**config.mk**
```make
export PLATFORM = sky130hd
export DESIGN_NAME = msi_doorbell_frame
export DESIGN_NICKNAME = d
export VERILOG_FILES = /design/src/rtl/msi_doorbell_pkg.sv /design/src/rtl/mdb_reg_decode.sv /design/src/rtl/mdb_read_mux.sv /design/src/rtl/mdb_pulse_gen.sv /design/src/rtl/msi_doorbell_frame.sv
export SDC_FILE = /design/constraint.sdc
export NUM_CORES = 1
export LEC_CHECK = 0
export ABC_CLOCK_PERIOD_IN_PS = 2310
export CAP_MARGIN = 0
export CORE_MARGIN = 2
export CORE_UTILIZATION = 38
export CTS_BUF_LIST = sky130_fd_sc_hd__clkbuf_4 sky130_fd_sc_hd__clkbuf_8
export CTS_CLUSTER_DIAMETER = 30
export DETAILED_ROUTE_END_ITERATION = 8
export GPL_TIMING_DRIVEN = 0
export PLACE_DENSITY = 0.92
export RECOVER_POWER = 25
export SLEW_MARGIN = 20
export SYNTH_ARGS = -nofsm -noshare
export SYNTH_HDL_FRONTEND = slang
export SYNTH_SLANG_ARGS = --single-unit
```
**constraint.sdc**
```tcl
create_clock -name clk -period 2.31 [get_ports clk]
set_input_delay 0.231 -clock clk [delete_from_list [all_inputs] [get_ports clk]]
set_output_delay 0.231 -clock clk [all_outputs]
set_load 0.01 [all_outputs]
```
**src/rtl/msi_doorbell_pkg.sv**
```systemverilog
// Shared constants and types for the doorbell register frame.
// Assumes a 12-bit byte offset and a 32-bit data bus.
package msi_doorbell_pkg;
    localparam int unsigned ID_OFFSET   = 32;   // interrupt numbers start 32 above line base
    localparam int unsigned ID_BITS     = 10;   // width of the doorbell number field
    localparam int unsigned MAX_LINES   = 128;
    localparam int unsigned ID_CEILING  = 1020;
    localparam int unsigned OFS_W       = 12;
    localparam int unsigned DATA_W      = 32;

    localparam logic [OFS_W-1:0] OFS_TYPE     = 12'h008;
    localparam logic [OFS_W-1:0] OFS_DOORBELL = 12'h040;
    localparam logic [OFS_W-1:0] OFS_IDENT    = 12'hFCC;
    localparam logic [OFS_W-1:0] OFS_IDBLK_LO = 12'hFD0;
    localparam logic [OFS_W-1:0] OFS_IDBLK_HI = 12'hFFC;

    localparam logic [DATA_W-1:0] IDENT_VALUE = 32'h0510_0000;

    typedef enum logic [1:0] {
        SEL_NONE  = 2'd0,
        SEL_TYPE  = 2'd1,
        SEL_IDENT = 2'd2,
        SEL_ZERO  = 2'd3
    } rd_sel_e;
endpackage

```
**src/rtl/mdb_reg_decode.sv**
```systemverilog
// Address and size decoder for the doorbell frame.
// Purely combinational. A read is accepted only at 4 bytes; a doorbell
// write only at 2 or 4 bytes and only at the exact doorbell offset.
module mdb_reg_decode
    import msi_doorbell_pkg::*;
(
    input  logic [OFS_W-1:0] addr,
    input  logic [2:0]       size,
    input  logic             rd,
    input  logic             wr,
    output rd_sel_e          rd_sel,
    output logic             db_wr
);
    logic rd_ok;
    logic wr_ok;

    // size qualification for each direction
    always_comb begin
        rd_ok = rd && (size == 3'd4);
        wr_ok = wr && ((size == 3'd2) || (size == 3'd4));
    end

    // pick the read source from the offset
    always_comb begin
        rd_sel = SEL_NONE;
        if (rd_ok) begin
            if (addr == OFS_TYPE)
                rd_sel = SEL_TYPE;
            else if (addr == OFS_IDENT)
                rd_sel = SEL_IDENT;
            else if (addr >= OFS_IDBLK_LO && addr <= OFS_IDBLK_HI)
                rd_sel = SEL_ZERO;
            else
                rd_sel = SEL_NONE;
        end
    end

    // doorbell strobe when offset and size both qualify
    always_comb begin
        db_wr = wr_ok && (addr == OFS_DOORBELL);
    end
endmodule

```
**src/rtl/mdb_read_mux.sv**
```systemverilog
// Registered read-data path for the doorbell frame.
// Assumes the decoder already filtered size; any unselected cycle yields zero.
module mdb_read_mux
    import msi_doorbell_pkg::*;
#(
    parameter int unsigned FIRST_ID  = 32,
    parameter int unsigned LINE_CNT  = 64
) (
    input  logic              clk,
    input  logic              rst_n,
    input  rd_sel_e           rd_sel,
    output logic [DATA_W-1:0] rdata
);
    localparam logic [DATA_W-1:0] TYPE_VALUE = {16'(FIRST_ID), 16'(LINE_CNT)};

    // capture the selected register value, zero otherwise
    always_ff @(posedge clk) begin
        if (!rst_n) begin
            rdata <= '0;
        end else begin
            case (rd_sel)
                SEL_TYPE:  rdata <= TYPE_VALUE;
                SEL_IDENT: rdata <= IDENT_VALUE;
                default:   rdata <= '0;
            endcase
        end
    end


    ident_read_chk: assert property (@(posedge clk) disable iff (!rst_n)
        ($past(rst_n) && $past(rd_sel) == SEL_IDENT) |-> (rdata == 32'h0510_0000));
endmodule

```
**src/rtl/mdb_pulse_gen.sv**
```systemverilog
// Range check and pulse generation for doorbell writes.
// Assumes db_wr is already qualified by offset and size. One line per
// accepted write, registered, high for one cycle.
module mdb_pulse_gen
    import msi_doorbell_pkg::*;
#(
    parameter int unsigned FIRST_ID = 32,
    parameter int unsigned LINE_CNT = 64
) (
    input  logic                clk,
    input  logic                rst_n,
    input  logic                db_wr,
    input  logic [ID_BITS-1:0]  db_id,
    output logic [LINE_CNT-1:0] pulse
);
    localparam int unsigned  CALC_W  = ID_BITS + 1;
    localparam logic [CALC_W-1:0] LO_ID  = CALC_W'(FIRST_ID);
    localparam logic [CALC_W-1:0] END_ID = CALC_W'(FIRST_ID + LINE_CNT);

    logic [CALC_W-1:0] id_ext;
    logic [CALC_W-1:0] rel_idx;
    logic              hit;

    // relative line index and range test
    always_comb begin
        id_ext  = {1'b0, db_id};
        rel_idx = id_ext - LO_ID;
        hit     = db_wr && (id_ext >= LO_ID) && (id_ext < END_ID);
    end

    for (genvar i = 0; i < LINE_CNT; i++) begin : g_line
        localparam logic [CALC_W-1:0] LINE_IDX = CALC_W'(i);
        // drive this line for one cycle when the write selects it
        always_ff @(posedge clk) begin
            if (!rst_n)
                pulse[i] <= 1'b0;
            else
                pulse[i] <= hit && (rel_idx == LINE_IDX);
        end
    end


    single_line_chk: assert property (@(posedge clk) disable iff (!rst_n)
        $onehot0(pulse));

    pulse_cause_chk: assert property (@(posedge clk) disable iff (!rst_n)
        (pulse != '0) |-> ($past(db_wr) && $past(rst_n)));
endmodule

```
**src/rtl/msi_doorbell_frame.sv**
```systemverilog
// Doorbell register frame: turns interrupt-number writes into one-cycle
// pulses on a parameterised bank of lines, and exposes type and ID reads.
// Assumes BASE_SPI and NUM_SPI respect the limits checked below.
module msi_doorbell_frame
    import msi_doorbell_pkg::*;
#(
    parameter int unsigned BASE_SPI = 0,
    parameter int unsigned NUM_SPI  = 64
) (
    input  logic               clk,
    input  logic               rst_n,
    input  logic [11:0]        bus_addr,
    input  logic [2:0]         bus_size,
    input  logic               bus_rd,
    input  logic               bus_wr,
    input  logic [31:0]        bus_wdata,
    output logic [31:0]        bus_rdata,
    output logic [NUM_SPI-1:0] spi_pulse
);
    localparam int unsigned FIRST_ID = BASE_SPI + ID_OFFSET;

    if (NUM_SPI < 1 || NUM_SPI > MAX_LINES) begin : g_bad_count
        $error("msi_doorbell_frame: NUM_SPI out of range");
    end
    if (FIRST_ID + NUM_SPI > ID_CEILING) begin : g_bad_span
        $error("msi_doorbell_frame: interrupt range passes 1020");
    end

    rd_sel_e rd_sel;
    logic    db_wr;
    logic    unused_wdata_hi;

    assign unused_wdata_hi = ^bus_wdata[31:ID_BITS];

    mdb_reg_decode u_decode (
        .addr   (bus_addr),
        .size   (bus_size),
        .rd     (bus_rd),
        .wr     (bus_wr),
        .rd_sel (rd_sel),
        .db_wr  (db_wr)
    );

    mdb_read_mux #(
        .FIRST_ID (FIRST_ID),
        .LINE_CNT (NUM_SPI)
    ) u_rmux (
        .clk    (clk),
        .rst_n  (rst_n),
        .rd_sel (rd_sel),
        .rdata  (bus_rdata)
    );

    mdb_pulse_gen #(
        .FIRST_ID (FIRST_ID),
        .LINE_CNT (NUM_SPI)
    ) u_pulse (
        .clk   (clk),
        .rst_n (rst_n),
        .db_wr (db_wr),
        .db_id (bus_wdata[ID_BITS-1:0]),
        .pulse (spi_pulse)
    );


    type_read_chk: assert property (@(posedge clk) disable iff (!rst_n)
        ($past(rst_n) && $past(bus_rd) && $past(bus_size) == 3'd4 && $past(bus_addr) == 12'h008)
        |-> (bus_rdata == {16'(FIRST_ID), 16'(NUM_SPI)}));

    idle_rdata_chk: assert property (@(posedge clk) disable iff (!rst_n)
        !$past(bus_rd) |-> (bus_rdata == '0));

    narrow_read_chk: assert property (@(posedge clk) disable iff (!rst_n)
        ($past(bus_rd) && $past(bus_size) != 3'd4) |-> (bus_rdata == '0));

    bad_size_write_chk: assert property (@(posedge clk) disable iff (!rst_n)
        ($past(bus_wr) && $past(bus_size) != 3'd2 && $past(bus_size) != 3'd4)
        |-> (spi_pulse == '0));

    other_ofs_write_chk: assert property (@(posedge clk) disable iff (!rst_n)
        ($past(bus_addr) != 12'h040) |-> (spi_pulse == '0));
endmodule

```
=== Yosys cells after proc, flatten, opt, wreduce, memory -nomap -nowiden ===
Index checks and enable logic that the tools add are counted.

* Register bits after elaboration: 96
* Latch bits: 0
* Bits in writable memories: 0
* ROM bits: 0
* Bits of input ports: 51
* Output and inout port bits: 96
* Memories: 0

* Add/sub/neg operators: 1
* Multiply operators: 0
* Divide/modulo/power cells: 0
* Magnitude comparators: 4
* Eq/ne operators: 70
* Shifts and indexed selects: 0
* Mux-type cells: 5
* Bitwise logic cells: 0
* Reductions and logical operators: 72

{| class="wikitable"
|+ Operators by type and width
! kind !! count
|-
| $eq 11x6->1 const B || 32
|-
| $eq 11x5->1 const B || 16
|-
| $eq 11x4->1 const B || 8
|-
| $logic_and 1x1->1 || 70
|-
| $pmux 27 s2 || 1
|-
| $eq 11x3->1 const B || 4
|-
| $eq 11x2->1 const B || 2
|-
| $eq 12x12->1 const B || 1
|-
| $eq 12x4->1 const B || 1
|-
| $eq 12x7->1 const B || 1
|-
| $ge 12x12->1 const B || 1
|-
| $le 12x12->1 const B || 1
|-
| $eq 11x1->1 const B || 1
|-
| $logic_not 11->1 || 1
|-
| $sub 10x6->11 const B || 1
|-
| $ge 10x6->1 const B || 1
|-
| $lt 10x7->1 const B || 1
|-
| $mux 2 || 4
|-
| $eq 3x2->1 const B || 1
|-
| $eq 3x3->1 const B || 1
|-
| $eq 2x1->1 const B || 1
|-
| $eq 2x2->1 const B || 1
|-
| $logic_or 1x1->1 || 1
|}

=== Longest topological paths before layout ===
* Depth after elaboration: 8
* Mapped depth: 8

=== By module ===
From an unflattened synthesis, not the netlist that was laid out.

* Cells, all modules: 217
* Area total of the unflattened synthesis: 2,235.9 µm²

{| class="wikitable"
|+ Modules (own cells, without submodules)
! module !! times used !! cells each !! area each (µm²)
|-
| mdb_pulse_gen || 1 || 161 || 1,821.7
|-
| mdb_read_mux || 1 || 35 || 286.5
|-
| mdb_reg_decode || 1 || 21 || 127.6
|}

=== Worst setup path before layout ===
No wires, ideal clock.

* Kind: in2reg
* Start point: input port bus_wdata[5]
* End point: register u_pulse.pulse[12]
* Arrival time: 1.640 ns
* Data required time: 2.231 ns
* Setup slack: 0.591 ns
* Stages on the path: 7
* Path buffers: 1
* Path through: inv_1 ha_1 or2_0 a211oi_2 clkbuf_2 o21ai_0 nor3_1

* Longest elaborated chain between the ends: 4
* Elaborated cells between the ends (all ways): 7
* Those cells by class: 1 x add/sub; 2 x order compare; 1 x eq/ne; 3 x reduce/logical

{| class="wikitable"
|+ RTL lines
! item !! RTL line !! RTL
|-
| start: declaration || msi_doorbell_frame.sv:16 || <nowiki>input logic [31:0] bus_wdata,</nowiki>
|-
| branches (longest 3 deep; another with $sub 10x6->11) || - ||
|-
| $logic_and 1x1->1 * || mdb_pulse_gen.sv:38 || <nowiki>pulse[i] <= hit && (rel_idx == LINE_IDX);</nowiki>
|-
| end signal: indexed assignment || mdb_pulse_gen.sv:38 ||
|-
| end: declaration || mdb_pulse_gen.sv:14 || <nowiki>output logic [LINE_CNT-1:0] pulse</nowiki>
|}

Every way passes the cells marked *.
A chain may end at the register's enable or synchronous reset.

=== Final worst setup path ===
* Start point: input port bus_wdata[6]
* End point: register u_pulse.pulse[24]

* Longest elaborated chain between the ends: 4
* Elaborated cells between the ends (all ways): 7
* Those cells by class: 1 x add/sub; 2 x order compare; 1 x eq/ne; 3 x reduce/logical

{| class="wikitable"
|+ RTL lines
! item !! RTL line
|-
| branches (longest 3 deep; another with $sub 10x6->11) || -
|-
| $logic_and 1x1->1 * || mdb_pulse_gen.sv:38
|}

Marked as above.

==> flow_summary.toml <==
[run_status]
outcome = "complete, no violations"

[worst_setup_path]
endpoint_kind = "flop"
cp_data_arrival_time_ns = 2.39
cp-start-kind = "input pin"
cp_max_fo = 10
crit_type = "input pin to flop"
cp_data_required_time_ns = 2.57

[cts]
htreeDepth = 3
path_clk_slew_ns = 0.07
cts_tree = "done"
numClockSinks = 66
root_buffer = "clkbuf_8"
cts_buffer_depth = 2
cts_hold_buf = 0
cts_buffers = 9

[worst_hold_path]
holdPathEnd = "u_pulse.pulse[50]$_SDFF_PN0_"
min_from = "bus_wdata[5]"
hold_depth = 4
min_path_type = "input pin to flop"

[logic_synthesis]
syn_avg_cell_area_um2 = 9.75
synth_flop_cell = "dfxtp_1"
ys_seq_area_share_pct = 53.8
ys_ff_latch = 66
synthArstFlopShare_pct = 0
netlist_area_um2 = 2460
synth_cell_type_count = 36
syn_inst = 252
synth_edf_count = 0
synth_warnings = 0

[sta]
setup_viol = 0
timing.slew.headroom_pct = 59.7
slew_viol_final = 0
grt_setup_unrepaired = "false"
post-route-period-util_pct = 92.3
final.setup.tns_ns = 0
worstMarginPinSlew_ns = 0.599
finalCriticalPeriod_ns = 2.13
hold_viol = 0
fmax_mhz = 469
whs_ns = 0.447

[flow_run]
maxCapViolations = 0

[pwr]
combPwrFrac_pct = 7.8
p_int_mw = 1.72
cellPowerDensity_nw_per_um2 = 583
seqPwrFrac_pct = 50.5
power_frac_clock_pct = 41.6
power_mw = 2.25
switching_share_pct = 23.4
vdd_drop_max_v = 0.000353
switchingPower_mw = 0.526
leakagePower_nw = 1.57

[floorplanning]
coreArea_um2 = 6310
die_h_um = 84.4
initial_core_util_pct = 38.9
die_area_um2 = 7120
chipWidth_um = 84.4
std_cell_rows = 29
io_pins = 147

[final_layout]
layout-drive-gt1-share_pct = 18.4
num-fill-cells = 509
synthToLayoutAreaGrowth_pct = 57.0
finalInstanceArea_um2 = 3860
diodes = 0
final_util_pct = 61.1
nets = 440

[route]
drc = 0
routedWlPerCell_um = 14.2
antenna_left = 0
drt-total-wl_mm = 6.68
vias = 2180
dr.first_iter.drc_count = 162
dr.pass1.iters = 4
vias_per_cell = 4.65

[global_route]
grt_pass1_vias = 2122
grt_first_pass_wirelength_mm = 10.5
overflow = 0
grt_max_degree = 13
grt_use_total_pct = 19.1
grt_antenna_before_repair = 0

[place]
post_dp_cell_area_um2 = 3620
io_buffers = 97
dp_hpwl_mm = 5.16
globalplace.congestion = 0.875
cells in the mapped netlist (2+ instances only):
cell / instances / area [um2]
nand3_1: 5 / 25.0
clkbuf_1: 4 / 15.0
nand4_1: 3 / 18.8
nand3b_1: 3 / 22.5
ha_1: 2 / 25.0
inv_1: 2 / 7.51
dfxtp_1: 66 / 1320
o21ai_0: 14 / 70.1
nor2_1: 41 / 154
nand2b_1: 2 / 12.5
o21ai_1: 2 / 10.0
nand2_1: 2 / 7.51
buf_6: 4 / 45.0
buf_4: 31 / 233
nor3_2: 5 / 50.1
nor3_1: 46 / 230
cell type report:
| class | instances | area (um2) | area share (%) |
|---|---|---|---|
| clock buffer | 9 | 124 | 3.21 |
| tap | 77 | 96.3 | 2.50 |
| inverter | 2 | 7.51 | 0.195 |
| clock inverter | 7 | 70.1 | 1.82 |
| buffer | 41 | 307 | 7.95 |
| multi-input combinational | 169 | 950 | 24.6 |
| sequential | 66 | 1320 | 34.3 |
| timing repair buffer | 98 | 981 | 25.4 |
metrics by stage:
step | worst slack (ns) | std cells
6_report | 0.178 | 469
5_1_grt | 0.0464 | 469
4_1_cts | 0.00160 | 468
3_5_place_dp | -0.487 | 452
3_3_place_gp | -0.362 | 452
2_1_floorplan | 0.591 | 278
flip-flops by register name, summed over array words and instances (netlist names):
| name | count |
|---|---|
| u_pulse.pulse | 64 |
| u_rmux.rdata | 2 |
critical path, stage by stage:
cell             delay, ns
clkdlybuf4s50_1       0.49
inv_1                 0.07
ha_1                  0.26
or2_0                 0.27
a211oi_4              0.35
clkbuf_4              0.26
o21ai_0               0.22
nor3_1                0.25
layout by cell type, fill, tap and decap left out, drive strengths merged, types with 2 or more instances in the layout:
| cell | count |
|---|---|
| nand4 | 4 |
| clkdlybuf4s50 | 63 |
| nand3 | 5 |
| inv | 2 |
| dlygate4sd3 | 33 |
| clkinv | 5 |
| dfxtp | 66 |
| nor3 | 51 |
| nor2 | 42 |
| nand2b | 2 |
| clkbuf | 14 |
| ha | 2 |
| nand3b | 3 |
| or2 | 2 |
| buf | 37 |
| o21ai | 17 |
| conb | 27 |
| nand2 | 3 |
how the worst max path moves through the flow:
stage / cells past startpoint / startpoint / end / slack (ns)
6_report: 8 / bus_wdata[6] / u_pulse.pulse[24]$_SDFF_PN0_ / 0.18
5_1_grt: 8 / bus_wdata[6] / u_pulse.pulse[24]$_SDFF_PN0_ / 0.05
4_1_cts: 8 / bus_wdata[5] / u_pulse.pulse[25]$_SDFF_PN0_ / 0.002
3_5_place_dp: 8 / bus_wdata[5] / u_pulse.pulse[13]$_SDFF_PN0_ / -0.49
3_3_place_gp: 8 / bus_wdata[5] / u_pulse.pulse[26]$_SDFF_PN0_ / -0.36
2_1_floorplan: 7 / bus_wdata[5] / u_pulse.pulse[12]$_SDFF_PN0_ / 0.59
power groups by stage:
stage | Clock, mW | Sequential (mW) | Combinational (mW)
after floorplan | 0 | 1.16 | 0.0958
after global placement | 0 | 1.16 | 0.163
after detailed placement | 0 | 1.16 | 0.167
after CTS | 0.943 | 1.14 | 0.171
after global routing | 1.01 | 1.14 | 0.189
final | 0.936 | 1.14 | 0.176
cell families (layout without fill, tap and decap cells):
kind of cell | after synthesis | count (layout) | share of synthesized area, %
AOI/OAI and AO/OA | 19 | 19 | 4.84
xor gates and xnor gates | 2 | 2 | 0.713
adders and majority gates | 2 | 2 | 1.02
buffers and inverters | 43 | 157 | 12.6
DFF | 66 | 66 | 53.8
other | 1 | 27 | 0.153
and+or+nand+nor | 119 | 119 | 26.8
timing repair:
item	4_1_cts	5_1_grt
buffers inserted	0	1
gates resized for setup	4	7
setup endpoints to repair	31	36
pin swaps	3	2
layer usage:
layer  GRT usage [%]  vias up  routed length, um
met5               0        -                  0
met4            11.0        0                243
met3            5.31       19                537
met2            33.5      110               3420
met1            20.7      984               2480
li1                -     1067                  -
(Power assumes the default switching activity.)
